### src/rtl/eew_pkg.sv
package eew_pkg;

   localparam int BYTE_W = 8;
   localparam int WORD_W = 2 * BYTE_W;

   localparam logic [1:0] MODE_DEC     = 2'b00;
   localparam logic [1:0] MODE_LOFIRST = 2'b01;
   localparam logic [1:0] MODE_HIFIRST = 2'b10;
   localparam logic [1:0] MODE_INC     = 2'b11;

   typedef enum logic [2:0] {
      ST_IDLE,
      ST_RX,
      ST_ACK,
      ST_TX,
      ST_MACK,
      ST_HOLD
   } eew_state_e;

   // byte at order position pos (0 = first) of a word under mode m
   function automatic logic [BYTE_W-1:0] pick_byte(input logic [WORD_W-1:0] w,
                                                   input logic [1:0] m,
                                                   input logic pos);
      logic take_hi;
      take_hi = (m == MODE_LOFIRST) ? pos : ~pos;
      return take_hi ? w[WORD_W-1:BYTE_W] : w[BYTE_W-1:0];
   endfunction

   function automatic logic [WORD_W-1:0] put_byte(input logic [WORD_W-1:0] w,
                                                  input logic [1:0] m,
                                                  input logic pos,
                                                  input logic [BYTE_W-1:0] b);
      logic take_hi;
      logic [WORD_W-1:0] r;
      take_hi = (m == MODE_LOFIRST) ? pos : ~pos;
      r = w;
      if (take_hi) r[WORD_W-1:BYTE_W] = b;
      else         r[BYTE_W-1:0]      = b;
      return r;
   endfunction

endpackage

### src/rtl/eew_line_cond.sv
module eew_line_cond #(
   parameter int SYNC_STAGES = 2
) (
   input  logic clk,
   input  logic rst_n,
   input  logic scl_i,
   input  logic sda_i,
   output logic scl_s,
   output logic sda_s,
   output logic scl_rise,
   output logic scl_fall,
   output logic start_det,
   output logic stop_det
);

   logic [SYNC_STAGES-1:0] scl_q;
   logic [SYNC_STAGES-1:0] sda_q;
   logic                   scl_d;
   logic                   sda_d;

   always_ff @(posedge clk or negedge rst_n) begin
      if (!rst_n) begin
         scl_q <= '1;
         sda_q <= '1;
         scl_d <= 1'b1;
         sda_d <= 1'b1;
      end else begin
         scl_q <= {scl_q[SYNC_STAGES-2:0], scl_i};
         sda_q <= {sda_q[SYNC_STAGES-2:0], sda_i};
         scl_d <= scl_q[SYNC_STAGES-1];
         sda_d <= sda_q[SYNC_STAGES-1];
      end
   end

   assign scl_s     = scl_q[SYNC_STAGES-1];
   assign sda_s     = sda_q[SYNC_STAGES-1];
   assign scl_rise  = scl_s & ~scl_d;
   assign scl_fall  = ~scl_s & scl_d;
   assign start_det = scl_s & scl_d & sda_d & ~sda_s;
   assign stop_det  = scl_s & scl_d & ~sda_d & sda_s;

endmodule

### src/rtl/eew_store.sv
module eew_store import eew_pkg::*; #(
   parameter int ROW_BITS    = 5,
   parameter int PROG_CYCLES = 500000,
   parameter bit INIT_ONES   = 1'b0
) (
   input  logic                clk,
   input  logic                rst_n,
   input  logic                req,
   input  logic [ROW_BITS-1:0] req_row,
   input  logic [WORD_W-1:0]   req_word,
   input  logic [ROW_BITS-1:0] rd_row,
   output logic [WORD_W-1:0]   rd_word,
   output logic                busy
);

   localparam int ROWS = 1 << ROW_BITS;
   localparam int CW   = (PROG_CYCLES > 1) ? $clog2(PROG_CYCLES) : 1;
   localparam logic [WORD_W-1:0] INIT_WORD = INIT_ONES ? '1 : '0;

   logic [CW-1:0]       cnt;
   logic [ROW_BITS-1:0] p_row;
   logic [WORD_W-1:0]   p_word;
   logic                commit;
   logic [WORD_W-1:0]   rows_q [ROWS];

   always_ff @(posedge clk or negedge rst_n) begin
      if (!rst_n) begin
         busy   <= 1'b0;
         cnt    <= '0;
         p_row  <= '0;
         p_word <= '0;
      end else if (req && !busy) begin
         busy   <= 1'b1;
         cnt    <= CW'(PROG_CYCLES - 1);
         p_row  <= req_row;
         p_word <= req_word;
      end else if (busy) begin
         if (cnt == '0) busy <= 1'b0;
         else           cnt  <= cnt - 1'b1;
      end
   end

   assign commit = busy && (cnt == '0);

   always_ff @(posedge clk or negedge rst_n) begin
      if (!rst_n) begin
         for (int r = 0; r < ROWS; r++) rows_q[r] <= INIT_WORD;
      end else if (commit) begin
         rows_q[p_row] <= p_word;
      end
   end

   assign rd_word = rows_q[rd_row];

endmodule

### src/rtl/eew_link.sv
module eew_link import eew_pkg::*; #(
   parameter int ROW_BITS = 5
) (
   input  logic                clk,
   input  logic                rst_n,
   input  logic                scl_rise,
   input  logic                scl_fall,
   input  logic                start_det,
   input  logic                stop_det,
   input  logic                sda_s,
   input  logic                busy,
   input  logic [WORD_W-1:0]   rd_word,
   output logic [ROW_BITS-1:0] rd_row,
   output logic                sda_drive,
   output logic                prog_req,
   output logic [ROW_BITS-1:0] prog_row,
   output logic [WORD_W-1:0]   prog_word,
   output logic [1:0]          n_data
);

   localparam int ROW_LSB = 3;

   eew_state_e          state;
   logic [2:0]          bit_cnt;
   logic                done;
   logic [BYTE_W-1:0]   sh;
   logic [BYTE_W-1:0]   tx;
   logic                is_ctrl;
   logic                is_rd;
   logic                wr_sess;
   logic                pos;
   logic                m_ack;
   logic [1:0]          mode;
   logic [ROW_BITS-1:0] row;
   logic [ROW_BITS-1:0] row_step;
   logic [WORD_W-1:0]   word_q;
   logic [BYTE_W-1:0]   next_tx;

   assign row_step = (mode == MODE_DEC) ? row - 1'b1 : row + 1'b1;
   assign rd_row   = (state == ST_MACK) ? row_step : row;
   assign next_tx  = (state == ST_MACK && !pos) ? pick_byte(word_q, mode, 1'b1)
                                                : pick_byte(rd_word, mode, 1'b0);
   assign prog_row  = row;
   assign prog_word = word_q;

   always_ff @(posedge clk or negedge rst_n) begin
      if (!rst_n) begin
         state     <= ST_IDLE;
         bit_cnt   <= '0;
         done      <= 1'b0;
         sh        <= '0;
         tx        <= '0;
         is_ctrl   <= 1'b0;
         is_rd     <= 1'b0;
         wr_sess   <= 1'b0;
         pos       <= 1'b0;
         m_ack     <= 1'b0;
         mode      <= '0;
         row       <= '0;
         word_q    <= '0;
         n_data    <= '0;
         sda_drive <= 1'b0;
         prog_req  <= 1'b0;
      end else begin
         prog_req <= 1'b0;
         if (start_det) begin
            state     <= ST_RX;
            is_ctrl   <= 1'b1;
            bit_cnt   <= '0;
            done      <= 1'b0;
            n_data    <= '0;
            wr_sess   <= 1'b0;
            sda_drive <= 1'b0;
         end else if (stop_det) begin
            prog_req  <= wr_sess && (n_data != 2'd0);
            wr_sess   <= 1'b0;
            state     <= ST_IDLE;
            sda_drive <= 1'b0;
         end else begin
            unique case (state)
               ST_RX: begin
                  if (scl_rise) begin
                     sh      <= {sh[BYTE_W-2:0], sda_s};
                     bit_cnt <= bit_cnt + 3'd1;
                     if (bit_cnt == 3'd7) done <= 1'b1;
                  end else if (scl_fall && done) begin
                     done    <= 1'b0;
                     bit_cnt <= '0;
                     if (is_ctrl) begin
                        if (busy) begin
                           state <= ST_HOLD;
                        end else begin
                           row       <= sh[ROW_LSB +: ROW_BITS];
                           mode      <= sh[2:1];
                           is_rd     <= sh[0];
                           wr_sess   <= ~sh[0];
                           sda_drive <= 1'b1;
                           state     <= ST_ACK;
                        end
                     end else if (n_data != 2'd2) begin
                        word_q    <= put_byte(word_q, mode, n_data[0], sh);
                        n_data    <= n_data + 2'd1;
                        sda_drive <= 1'b1;
                        state     <= ST_ACK;
                     end else begin
                        state <= ST_HOLD;
                     end
                  end
               end
               ST_ACK: begin
                  if (scl_fall) begin
                     sda_drive <= 1'b0;
                     bit_cnt   <= '0;
                     state     <= ST_RX;
                     if (is_ctrl) begin
                        is_ctrl <= 1'b0;
                        word_q  <= rd_word;
                        if (is_rd) begin
                           tx        <= next_tx;
                           pos       <= 1'b0;
                           sda_drive <= ~next_tx[BYTE_W-1];
                           state     <= ST_TX;
                        end
                     end
                  end
               end
               ST_TX: begin
                  if (scl_rise) begin
                     bit_cnt <= bit_cnt + 3'd1;
                     if (bit_cnt == 3'd7) done <= 1'b1;
                  end else if (scl_fall) begin
                     if (done) begin
                        done      <= 1'b0;
                        bit_cnt   <= '0;
                        sda_drive <= 1'b0;
                        m_ack     <= 1'b0;
                        state     <= ST_MACK;
                     end else begin
                        tx        <= {tx[BYTE_W-2:0], 1'b0};
                        sda_drive <= ~tx[BYTE_W-2];
                     end
                  end
               end
               ST_MACK: begin
                  if (scl_rise) begin
                     if (sda_s) state <= ST_HOLD;
                     else       m_ack <= 1'b1;
                  end else if (scl_fall && m_ack) begin
                     m_ack     <= 1'b0;
                     tx        <= next_tx;
                     sda_drive <= ~next_tx[BYTE_W-1];
                     state     <= ST_TX;
                     if (pos) begin
                        row    <= row_step;
                        word_q <= rd_word;
                        pos    <= 1'b0;
                     end else begin
                        pos <= 1'b1;
                     end
                  end
               end
               default: ;
            endcase
         end
      end
   end

endmodule

### src/rtl/eew_top.sv
module eew_top import eew_pkg::*; #(
   parameter int ROW_BITS    = 5,
   parameter int PROG_CYCLES = 500000,
   parameter int SYNC_STAGES = 2,
   parameter bit INIT_ONES   = 1'b0
) (
   input  logic clk,
   input  logic rst_n,
   input  logic scl_i,
   input  logic sda_i,
   output logic sda_drive_low_o,
   output logic prog_busy_o
);

   if (ROW_BITS < 1 || ROW_BITS > 5) begin : g_bad_rows
      $error("eew_top: ROW_BITS must be 1..5, the control byte holds five row bits");
   end
   if (SYNC_STAGES < 2) begin : g_bad_sync
      $error("eew_top: SYNC_STAGES must be at least 2");
   end
   if (PROG_CYCLES < 1) begin : g_bad_prog
      $error("eew_top: PROG_CYCLES must be at least 1");
   end

   logic                scl_s;
   logic                sda_s;
   logic                scl_rise;
   logic                scl_fall;
   logic                start_det;
   logic                stop_det;
   logic                busy;
   logic                prog_req;
   logic [ROW_BITS-1:0] rd_row;
   logic [ROW_BITS-1:0] prog_row;
   logic [WORD_W-1:0]   rd_word;
   logic [WORD_W-1:0]   prog_word;
   logic [1:0]          n_data;

   eew_line_cond #(.SYNC_STAGES(SYNC_STAGES)) u_cond (
      .clk       (clk),
      .rst_n     (rst_n),
      .scl_i     (scl_i),
      .sda_i     (sda_i),
      .scl_s     (scl_s),
      .sda_s     (sda_s),
      .scl_rise  (scl_rise),
      .scl_fall  (scl_fall),
      .start_det (start_det),
      .stop_det  (stop_det)
   );

   eew_link #(.ROW_BITS(ROW_BITS)) u_link (
      .clk       (clk),
      .rst_n     (rst_n),
      .scl_rise  (scl_rise),
      .scl_fall  (scl_fall),
      .start_det (start_det),
      .stop_det  (stop_det),
      .sda_s     (sda_s),
      .busy      (busy),
      .rd_word   (rd_word),
      .rd_row    (rd_row),
      .sda_drive (sda_drive_low_o),
      .prog_req  (prog_req),
      .prog_row  (prog_row),
      .prog_word (prog_word),
      .n_data    (n_data)
   );

   eew_store #(
      .ROW_BITS    (ROW_BITS),
      .PROG_CYCLES (PROG_CYCLES),
      .INIT_ONES   (INIT_ONES)
   ) u_store (
      .clk      (clk),
      .rst_n    (rst_n),
      .req      (prog_req),
      .req_row  (prog_row),
      .req_word (prog_word),
      .rd_row   (rd_row),
      .rd_word  (rd_word),
      .busy     (busy)
   );

   assign prog_busy_o = busy;

endmodule

### config.mk
export PLATFORM = sky130hd
export DESIGN_NAME = eew_top
export DESIGN_NICKNAME = d
export VERILOG_FILES = /design/src/rtl/eew_pkg.sv /design/src/rtl/eew_line_cond.sv /design/src/rtl/eew_store.sv /design/src/rtl/eew_link.sv /design/src/rtl/eew_top.sv
export SDC_FILE = /design/constraint.sdc
export NUM_CORES = 1
export LEC_CHECK = 0
export ABC_CLOCK_PERIOD_IN_PS = 12630
export BUFFER_PORTS_ARGS = -buffer_cell sky130_fd_sc_hd__buf_2
export CAP_MARGIN = 40
export CELL_PAD_IN_SITES_DETAIL_PLACEMENT = 1
export CELL_PAD_IN_SITES_GLOBAL_PLACEMENT = 1
export CORE_ASPECT_RATIO = 0.75
export CORE_MARGIN = 2
export CORE_UTILIZATION = 35
export CTS_BUF_LIST = sky130_fd_sc_hd__clkbuf_8
export DETAILED_ROUTE_END_ITERATION = 6
export PLACE_DENSITY_LB_ADDON = 0.05
export SLEW_MARGIN = 20
export SYNTH_ARGS = -nofsm -noshare
export SYNTH_HDL_FRONTEND = slang
export SYNTH_SLANG_ARGS = --single-unit
export TNS_END_PERCENT = 30
### constraint.sdc
create_clock -name clk -period 12.63 [get_ports clk]
set_clock_uncertainty 0.2 [all_clocks]
set_input_delay 1.263 -clock clk [delete_from_list [all_inputs] [get_ports clk]]
set_output_delay 1.263 -clock clk [all_outputs]
set_load 0.02 [all_outputs]
==> results_tabular.tex, run 1 <==
\begin{tabular}{lr}
\hline
Metric & Value \\
\hline
\multicolumn{2}{l}{\textbf{Status}} \\
Outcome & finished, final reports clean \\
\multicolumn{2}{l}{\textbf{STA}} \\
RSZ-0062 raised after global routing & false \\
Total Neg Setup Slack & 0 ns \\
Final Hold Vio Count & 0 \\
Post-route worst setup slack & 6.918 ns \\
Final number of max-transition violations & 0 \\
Least-Margin Pin Slew & 0.9118 ns \\
Setup violations, final & 0 \\
Time the final worst path needs with I/O delays and setup & 5.712 ns \\
Fmax & 175.1 MHz \\
Crit share post-route & 0.4523 \\
Relative slew slack & 0.3921 \\
\multicolumn{2}{l}{\textbf{Routing}} \\
Post-detailed-route DRC marker count & 0 \\
First-pass DRT Iterations & 5 \\
DR vias & 23,470 \\
Wirelength per Cell & 29.82 um \\
Post-Route WL & 117,400 um \\
Initial DRC Count & 1,762 \\
Detailed-route vias per instance & 5.960 \\
Number of antenna-violating nets in the routed design & 0 \\
\multicolumn{2}{l}{\textbf{Synthesis}} \\
Synthesized cell area & 0.03161 mm\^{}2 \\
Share of Yosys cell area claimed by the top area cell type & 0.4805 \\
Synthesis-stage register bit count & 613 \\
Proportion of register bits with asynchronous set or reset after synthesis & 1.000 \\
Dominant synthesized flop cell & dfrtp\_1 \\
Post-synth EDFFs & 0 \\
Seq/Total Area, Yosys & 0.4855 \\
Number of distinct library cell variants in the gate-level netlist after synthesis & 91 \\
Largest cells by area after synthesis & dfrtp\_1 48\%, mux2\_2 14\%, mux2\_1 5.4\% \\
Yosys Warn Count & 0 \\
Average cell area after synthesis & 11.85 um\^{}2 \\
Top cell type by total area after synthesis & dfrtp\_1 \\
Number of instances in the synthesized netlist & 2,667 \\
Net Count, Synth & 2,677 \\
\multicolumn{2}{l}{\textbf{Pwr}} \\
Internal power consumption & 3.939 mW \\
Flop pwr share & 0.311 \\
Max rail drop VDD & 0.0001073 V \\
Cell leakage power & 16.44 nW \\
Switching power of the nets & 3.073 mW \\
Proportion of total power due to net switching & 0.4383 \\
Power Density & 196.9 mW/mm\^{}2 \\
Power after layout & 7.012 mW \\
Clk pwr share & 0.258 \\
Portion of total power attributed to combinational logic & 0.431 \\
\multicolumn{2}{l}{\textbf{Global routing}} \\
Number of global-route vias before repair & 24,745 \\
Initial antenna violation count & 4 \\
Total congestion overflow after global routing & 0 \\
Wire length of the first global-routing pass & 174,800 um \\
Aggregate global-route resource usage & 0.2560 \\
Pin count of the biggest net entering global routing & 154 \\
\multicolumn{2}{l}{\textbf{Placed design}} \\
Area after DPL & 0.03347 mm\^{}2 \\
Weighted congestion reported at the end of routability-driven placement & 0.8278 \\
PortBufs & 5 \\
Post-placement setup slack & 6.926 ns \\
HPWL reported at the end of detailed placement & 74,240 um \\
\multicolumn{2}{l}{\textbf{Clocking}} \\
Post-CTS setup buffer count & 0 \\
Clock root buffer & clkbuf\_8 \\
Clk sinks & 613 \\
H-Tree Depth & 3 \\
Clock-pin transition on the worst setup and hold timing paths & 0.06 ns \\
Post-cts repair resize count & 0 \\
Clock tree from TritonCTS & done \\
Clock buffers created by TritonCTS & 105 \\
Insertion delay to the later sink of the worst-skew pair & 0.79 ns \\
Hold-fix buffer count after cts & 0 \\
Clock Tree Buf Depth & 3 \\
\multicolumn{2}{l}{\textbf{Finish}} \\
Filler cell count & 9,464 \\
Synthesis-to-finish area growth & 12.65\% \\
Commonest cells after routing, fill and taps aside & 601 x dfrtp\_1, 407 x mux2\_2, 174 x nand2\_1 \\
Share of layout cells above drive strength 1 & 0.2873 \\
Post-route cell area & 0.03561 mm\^{}2 \\
Final-stage net count & 2,651 \\
Most common library cell in the layout ignoring fill and taps & dfrtp\_1 \\
\multicolumn{2}{l}{\textbf{Floorplanning}} \\
Starting density of the core & 0.3532 \\
Overall die width & 351.0 um \\
Die extent in y & 264.3 um \\
Core Region & 0.08950 mm\^{}2 \\
I/O pins & 6 \\
Full die area & 0.09277 mm\^{}2 \\
Row count & 95 \\
\multicolumn{2}{l}{\textbf{Worst setup path}} \\
Setup crit start kind & flip-flop \\
Kind of end point of the critical path & flip-flop \\
Data required time of the critical path & 13.13 ns \\
Data arrival time at the worst-slack endpoint & 6.21 ns \\
Critical path class & flip-flop to flip-flop \\
Worst-path fanout max & 45 \\
\multicolumn{2}{l}{\textbf{Hold path}} \\
Hold crit path type & flip-flop to flip-flop \\
\multicolumn{2}{l}{\textbf{Job}} \\
\# Max-Cap Violations & 0 \\
\hline
\end{tabular}
[cells in the mapped netlist (8+ instances only)]
library cell / number
a2111oi_0: 8
a211o_1: 11
a211oi_1: 38
a21o_1: 8
a21oi_1: 55
a31oi_1: 17
buf_1: 16
buf_2: 76
buf_4: 11
clkbuf_1: 135
dfrtp_1: 607
inv_1: 17
mux2_1: 152
mux2_2: 407
mux2i_1: 105
mux4_2: 41
nand2_1: 176
nand2b_1: 8
nand3_1: 37
nand4_1: 9
nor2_1: 78
nor2_2: 25
nor2b_1: 30
nor3_1: 51
nor4_1: 13
o211ai_1: 21
o21ai_0: 83
o221ai_1: 94
o22a_1: 10
o22ai_1: 117
o311ai_0: 10
o31ai_1: 13
o32ai_1: 15
or3_1: 15
xnor2_1: 12
[registers in the layout (all words and copies together) (netlist names), 2 cells and up]
signal / flops
u_store.cnt: 19
u_cond.sda_q: 2
u_link.mode: 2
u_link.state: 3
u_link.bit_cnt: 3
u_cond.scl_q: 2
u_store.rows_q: 512
u_link.prog_word: 16
u_link.n_data: 2
u_link.tx: 7
u_link.prog_row: 5
u_store.p_word: 16
u_link.sh: 8
u_store.p_row: 5
[power groups by stage]
stage / sequential, mW / combinational (mW) / clock [mW]
global route: 2.19 / 3.20 / 1.96
finish: 2.18 / 3.02 / 1.81
global placement: 2.21 / 2.90 / 0
floorplan: 2.10 / 1.84 / 0
CTS: 2.17 / 3.00 / 1.87
detailed placement: 2.21 / 2.99 / 0
[worst paths after layout]
check | start | endpoint | slack (ns) | depth (start not counted)
min in group asynchronous | rst_n | u_store.cnt[4] | 0.23 | 1
worst max-delay path | u_link.prog_row[1] | u_link.tx[3] | 6.92 | 12
worst min-delay path | u_cond.sda_q[0] | u_cond.sda_q[1] | 0.16 | 0
worst min register to register | u_cond.sda_q[0] | u_cond.sda_q[1] | 0.16 | 0
max in group asynchronous | rst_n | u_cond.sda_q[0] | 9.96 | 4
worst max register to register | u_link.prog_row[1] | u_link.tx[3] | 6.92 | 12
[stage by stage]
stage / instances / util / hold WS [ns]
3_3_place_gp: 3706 / 0.3664 / 0.1462
2_1_floorplan: 2667 / - / 0.1452
3_5_place_dp: 3742 / 0.3740 / 0.1536
4_1_cts: 3930 / 0.3969 / 0.1575
6_report: 3938 / 0.3979 / 0.1568
5_1_grt: 3935 / 0.3978 / 0.1607
[cells by family after synthesis]
family                   Yosys count  share of synthesized area
AO/OA/AOI/OAI                    569                     0.1297
XOR/XNOR                          16                   0.005027
adder cells (fa/ha/maj)            6                   0.002375
buffers and inverters            257                    0.03530
flip-flops                       613                     0.4855
multiplexers                     705                     0.2616
AND/OR/NAND/NOR                  501                    0.08058
[critical path: stages (launching register included)]
cell       delay (ns)
dfrtp_4          0.86
or3_4            0.30
nand2_1          0.10
ha_4             0.64
buf_4            0.54
or4b_4           0.46
a2bb2oi_4        0.15
buf_4            0.45
o22ai_1          0.14
o311ai_0         0.79
o21ai_0          0.34
or3_1            0.39
o221ai_1         0.19
[cell type report]
type	instances	area, um^2	share of cell area
clock buffers	131	1803	0.05063
clock inverters	57	249.0	0.006992
repair buffers	107	1279	0.03591
inverters	17	63.81	0.001792
flip-flops and latches	613	15360	0.4313
well taps	1212	1516	0.04258
diodes	4	10.01	0.0002811
multi-input cells	1797	15330	0.4305
[per-layer routing]
| metal | up-vias | GRT usage | wire (um) | share of wire |
|---|---|---|---|---|
| met5 | - | 0 | 18 | 0.00015 |
| met4 | 2 | 0.06067 | 2445 | 0.021 |
| met3 | 171 | 0.04070 | 4813 | 0.041 |
| met2 | 541 | 0.3887 | 52210 | 0.44 |
| met1 | 12686 | 0.3803 | 57930 | 0.49 |
| li1 | 10070 | - | - | - |
(Power assumes the default switching activity.)
==> run 2: changes to the inputs <==
Settings changed: ABC_CLOCK_PERIOD_IN_PS 12630 to 5120.
Clock period 12.63 ns to 5.12 ns, I/O delays scaled along.
==> results_tabular.tex, run 2 (same netlist as run 1, synthesis figures left out) <==
\begin{tabular}{lr}
\hline
Metric & Value \\
\hline
\multicolumn{2}{l}{\textbf{Status}} \\
Outcome & finished, final reports clean (unchanged) \\
\multicolumn{2}{l}{\textbf{Worst setup path}} \\
CP Capture Point & u\_link.prog\_word[10] (was u\_link.tx[3]) \\
Buffering stage count on the worst path with inverters included & 3 (was 2) \\
Data required time of the critical path & 5.65 ns (was 13.13 ns) \\
Critical Path Source & u\_link.prog\_row[1] (unchanged) \\
Startpoint of the most critical register-to-register path & u\_link.prog\_row[1] (unchanged) \\
Delay of the slowest critical-path stage & 0.54 ns (was 0.86 ns) \\
Slowest cell on crit path & nand2b\_1 (was dfrtp\_4) \\
Worst R2R Setup Slack & 0.30 ns (was 6.92 ns) \\
Worst path cell trace & buf\_12 -> buf\_4 -> nand2b\_1 -> buf\_4 -> o22ai\_1 -> o31ai\_1 -> mux2i\_1 -> a32oi\_1 -> o211ai\_1 -> o211ai\_1 -> o21a\_1 (was or3\_4 -> nand2\_1 -> ha\_4 -> buf\_4 -> or4b\_4 -> a2bb2oi\_4 -> buf\_4 -> o22ai\_1 -> o311ai\_0 -> o21ai\_0 -> or3\_1 -> o221ai\_1) \\
Kind of end point of the critical path & flip-flop (unchanged) \\
Setup crit start kind & flip-flop (unchanged) \\
Length in cells of the worst reg-to-reg path & 11 (was 12) \\
Number of gates on the worst path with buffers counted & 11 (was 12) \\
Data arrival time at the worst-slack endpoint & 5.34 ns (was 6.21 ns) \\
Worst r2r dst & u\_link.prog\_word[10] (was u\_link.tx[3]) \\
Worst-path fanout max & 84 (was 45) \\
Critical path class & flip-flop to flip-flop (unchanged) \\
Top cell family by delay on the critical path & compound AO/OA/AOI/OAI gates (unchanged) \\
\multicolumn{2}{l}{\textbf{Pwr}} \\
Cell leakage power & 16.57 nW (was 16.44 nW) \\
Max rail drop VDD & 0.0003083 V (was 0.0001073 V) \\
Power after layout & 18.13 mW (was 7.012 mW) \\
Power Density & 507.4 mW/mm\^{}2 (was 196.9 mW/mm\^{}2) \\
\multicolumn{2}{l}{\textbf{Finish}} \\
Post-route cell area & 0.03574 mm\^{}2 (was 0.03561 mm\^{}2) \\
Footprint of the multi-input gates & 0.01525 mm\^{}2 (was 0.01533 mm\^{}2) \\
Commonest cells after routing, fill and taps aside & 599 x dfrtp\_1, 407 x mux2\_2, 175 x nand2\_1 (was 601 x dfrtp\_1, 407 x mux2\_2, 174 x nand2\_1) \\
Final-stage net count & 2,692 (was 2,651) \\
Filler cell count & 9,521 (was 9,464) \\
Most common library cell in the layout ignoring fill and taps & dfrtp\_1 (unchanged) \\
Share of layout cells above drive strength 1 & 0.2993 (was 0.2873) \\
Synthesis-to-finish area growth & 13.05\% (was 12.65\%) \\
Register with the most flip-flops & u\_store.rows\_q (unchanged) \\
Area occupied by registers & 0.01536 mm\^{}2 (about the same) \\
Regs by FF count & u\_store.rows\_q (512), u\_store.cnt (19) (unchanged) \\
Flip-flop count of the largest register after layout & 512 (unchanged) \\
\multicolumn{2}{l}{\textbf{Floorplanning}} \\
Row count & 95 (unchanged) \\
Overall die width & 351.0 um (unchanged) \\
Die extent in y & 264.3 um (unchanged) \\
Full die area & 0.09277 mm\^{}2 (unchanged) \\
Core Region & 0.08950 mm\^{}2 (unchanged) \\
I/O pins & 6 (unchanged) \\
Starting density of the core & 0.3532 (unchanged) \\
\multicolumn{2}{l}{\textbf{Routing}} \\
Detailed-route vias per instance & 5.926 (was 5.960) \\
Post-Route WL & 120,300 um (was 117,400 um) \\
Wirelength per Cell & 30.22 um (was 29.82 um) \\
Initial DRC Count & 1,834 (was 1,762) \\
Post-detailed-route DRC marker count & 0 (unchanged) \\
First-pass DRT Iterations & 5 (unchanged) \\
Number of antenna-violating nets in the routed design & 0 (unchanged) \\
DR vias & 23,584 (was 23,470) \\
\multicolumn{2}{l}{\textbf{STA}} \\
Fmax & 207.6 MHz (was 175.1 MHz) \\
Crit share post-route & 0.9410 (was 0.4523) \\
Final number of max-transition violations & 0 (unchanged) \\
Total Neg Setup Slack & 0 ns (unchanged) \\
Time the final worst path needs with I/O delays and setup & 4.818 ns (was 5.712 ns) \\
Least-Margin Pin Slew & 0.8797 ns (was 0.9118 ns) \\
RSZ-0062 raised after global routing & false (unchanged) \\
Setup violations, final & 0 (unchanged) \\
Final Hold Vio Count & 0 (unchanged) \\
Relative slew slack & 0.4091 (was 0.3921) \\
\multicolumn{2}{l}{\textbf{Clocking}} \\
Clock buffers created by TritonCTS & 108 (was 105) \\
Insertion delay to the later sink of the worst-skew pair & 0.80 ns (was 0.79 ns) \\
H-Tree Depth & 3 (unchanged) \\
Clk sinks & 613 (unchanged) \\
Post-CTS setup buffer count & 0 (unchanged) \\
Clock tree from TritonCTS & done (unchanged) \\
Clock root buffer & clkbuf\_8 (unchanged) \\
Clock-pin transition on the worst setup and hold timing paths & 0.07 ns (was 0.06 ns) \\
Clock Tree Buf Depth & 3 (unchanged) \\
\multicolumn{2}{l}{\textbf{Job}} \\
\# Max-Cap Violations & 0 (unchanged) \\
\multicolumn{2}{l}{\textbf{Global routing}} \\
Pin count of the biggest net entering global routing & 102 (was 154) \\
Total congestion overflow after global routing & 0 (unchanged) \\
Aggregate global-route resource usage & 0.2627 (was 0.2560) \\
Wire length of the first global-routing pass & 179,000 um (was 174,800 um) \\
Number of global-route vias before repair & 24,700 (was 24,745) \\
Initial antenna violation count & 6 (was 4) \\
\multicolumn{2}{l}{\textbf{Hold path}} \\
Hold crit path type & input port to async pin (was flip-flop to flip-flop) \\
\multicolumn{2}{l}{\textbf{Placed design}} \\
PortBufs & 5 (unchanged) \\
Weighted congestion reported at the end of routability-driven placement & 0.8390 (was 0.8278) \\
Area after DPL & 0.03350 mm\^{}2 (was 0.03347 mm\^{}2) \\
HPWL reported at the end of detailed placement & 77,270 um (was 74,240 um) \\
\hline
\end{tabular}
-- run 2: final cells by class --
class,instances,area share
diodes,5,0.0003501
flip-flops and latches,613,0.4299
repair buffers,145,0.03841
clock buffers,141,0.05430
inverters,17,0.001786
clock inverters,50,0.006127
multi-input cells,1797,0.4267
well taps,1212,0.04243
-- run 2: layer usage --
layer,share of wire,up-vias,routed length [um],track usage
met5,0.00011,-,13,0
li1,-,10149,-,-
met1,0.50,12662,60570,0.4081
met2,0.43,606,51690,0.3809
met3,0.046,165,5576,0.03697
met4,0.020,2,2425,0.06403
-- run 2: worst min path at each step --
stage                               start           endpoint  slack (ns)  depth (start not counted)
after floorplan                     rst_n  u_link.bit_cnt[0]        0.02                          0
after global placement    u_cond.sda_q[0]    u_cond.sda_q[1]        0.15                          0
after detailed placement  u_cond.sda_q[0]    u_cond.sda_q[1]        0.15                          0
after CTS                           scl_i    u_cond.scl_q[0]        0.09                          2
after global routing                scl_i    u_cond.scl_q[0]        0.14                          2
final                               rst_n    u_store.cnt[15]        0.15                          2
-- run 2: power by group --
| group | total [mW] | leakage, nW | internal, mW | switching (mW) |
|---|---|---|---|---|
| clock | 4.64 | 1.26 | 2.44 | 2.20 |
| sequential | 5.32 | 8.46 | 5.01 | 0.315 |
| combinational | 8.17 | 6.85 | 2.67 | 5.50 |
-- run 2: through the flow --
stage / cells / worst slack, ns / hold WS, ns / utilization
2_1_floorplan: 2667 / 0.7977 / 0.01641 / -
3_3_place_gp: 3773 / 0.3370 / 0.1498 / 0.3734
3_5_place_dp: 3778 / 0.3513 / 0.1482 / 0.3743
4_1_cts: 3972 / 0.3323 / 0.09265 / 0.3987
5_1_grt: 3977 / 0.2207 / 0.1372 / 0.3992
6_report: 3980 / 0.3022 / 0.1456 / 0.3993
-- run 2: timing repair --
item	in CTS	in global routing
gates resized for setup	0	0
hold buffers	3	0
setup endpoints to repair	0	0
hold endpoints to repair	78	0
-- run 2: worst register-to-register path: stages, from the launching register on --
cell,delay [ns]
dfrtp_4,0.44
buf_12,0.49
buf_4,0.55
nand2b_1,0.56
buf_4,0.28
o22ai_1,0.09
o31ai_1,0.54
mux2i_1,0.31
a32oi_1,0.42
o211ai_1,0.34
o211ai_1,0.38
o21a_1,0.17
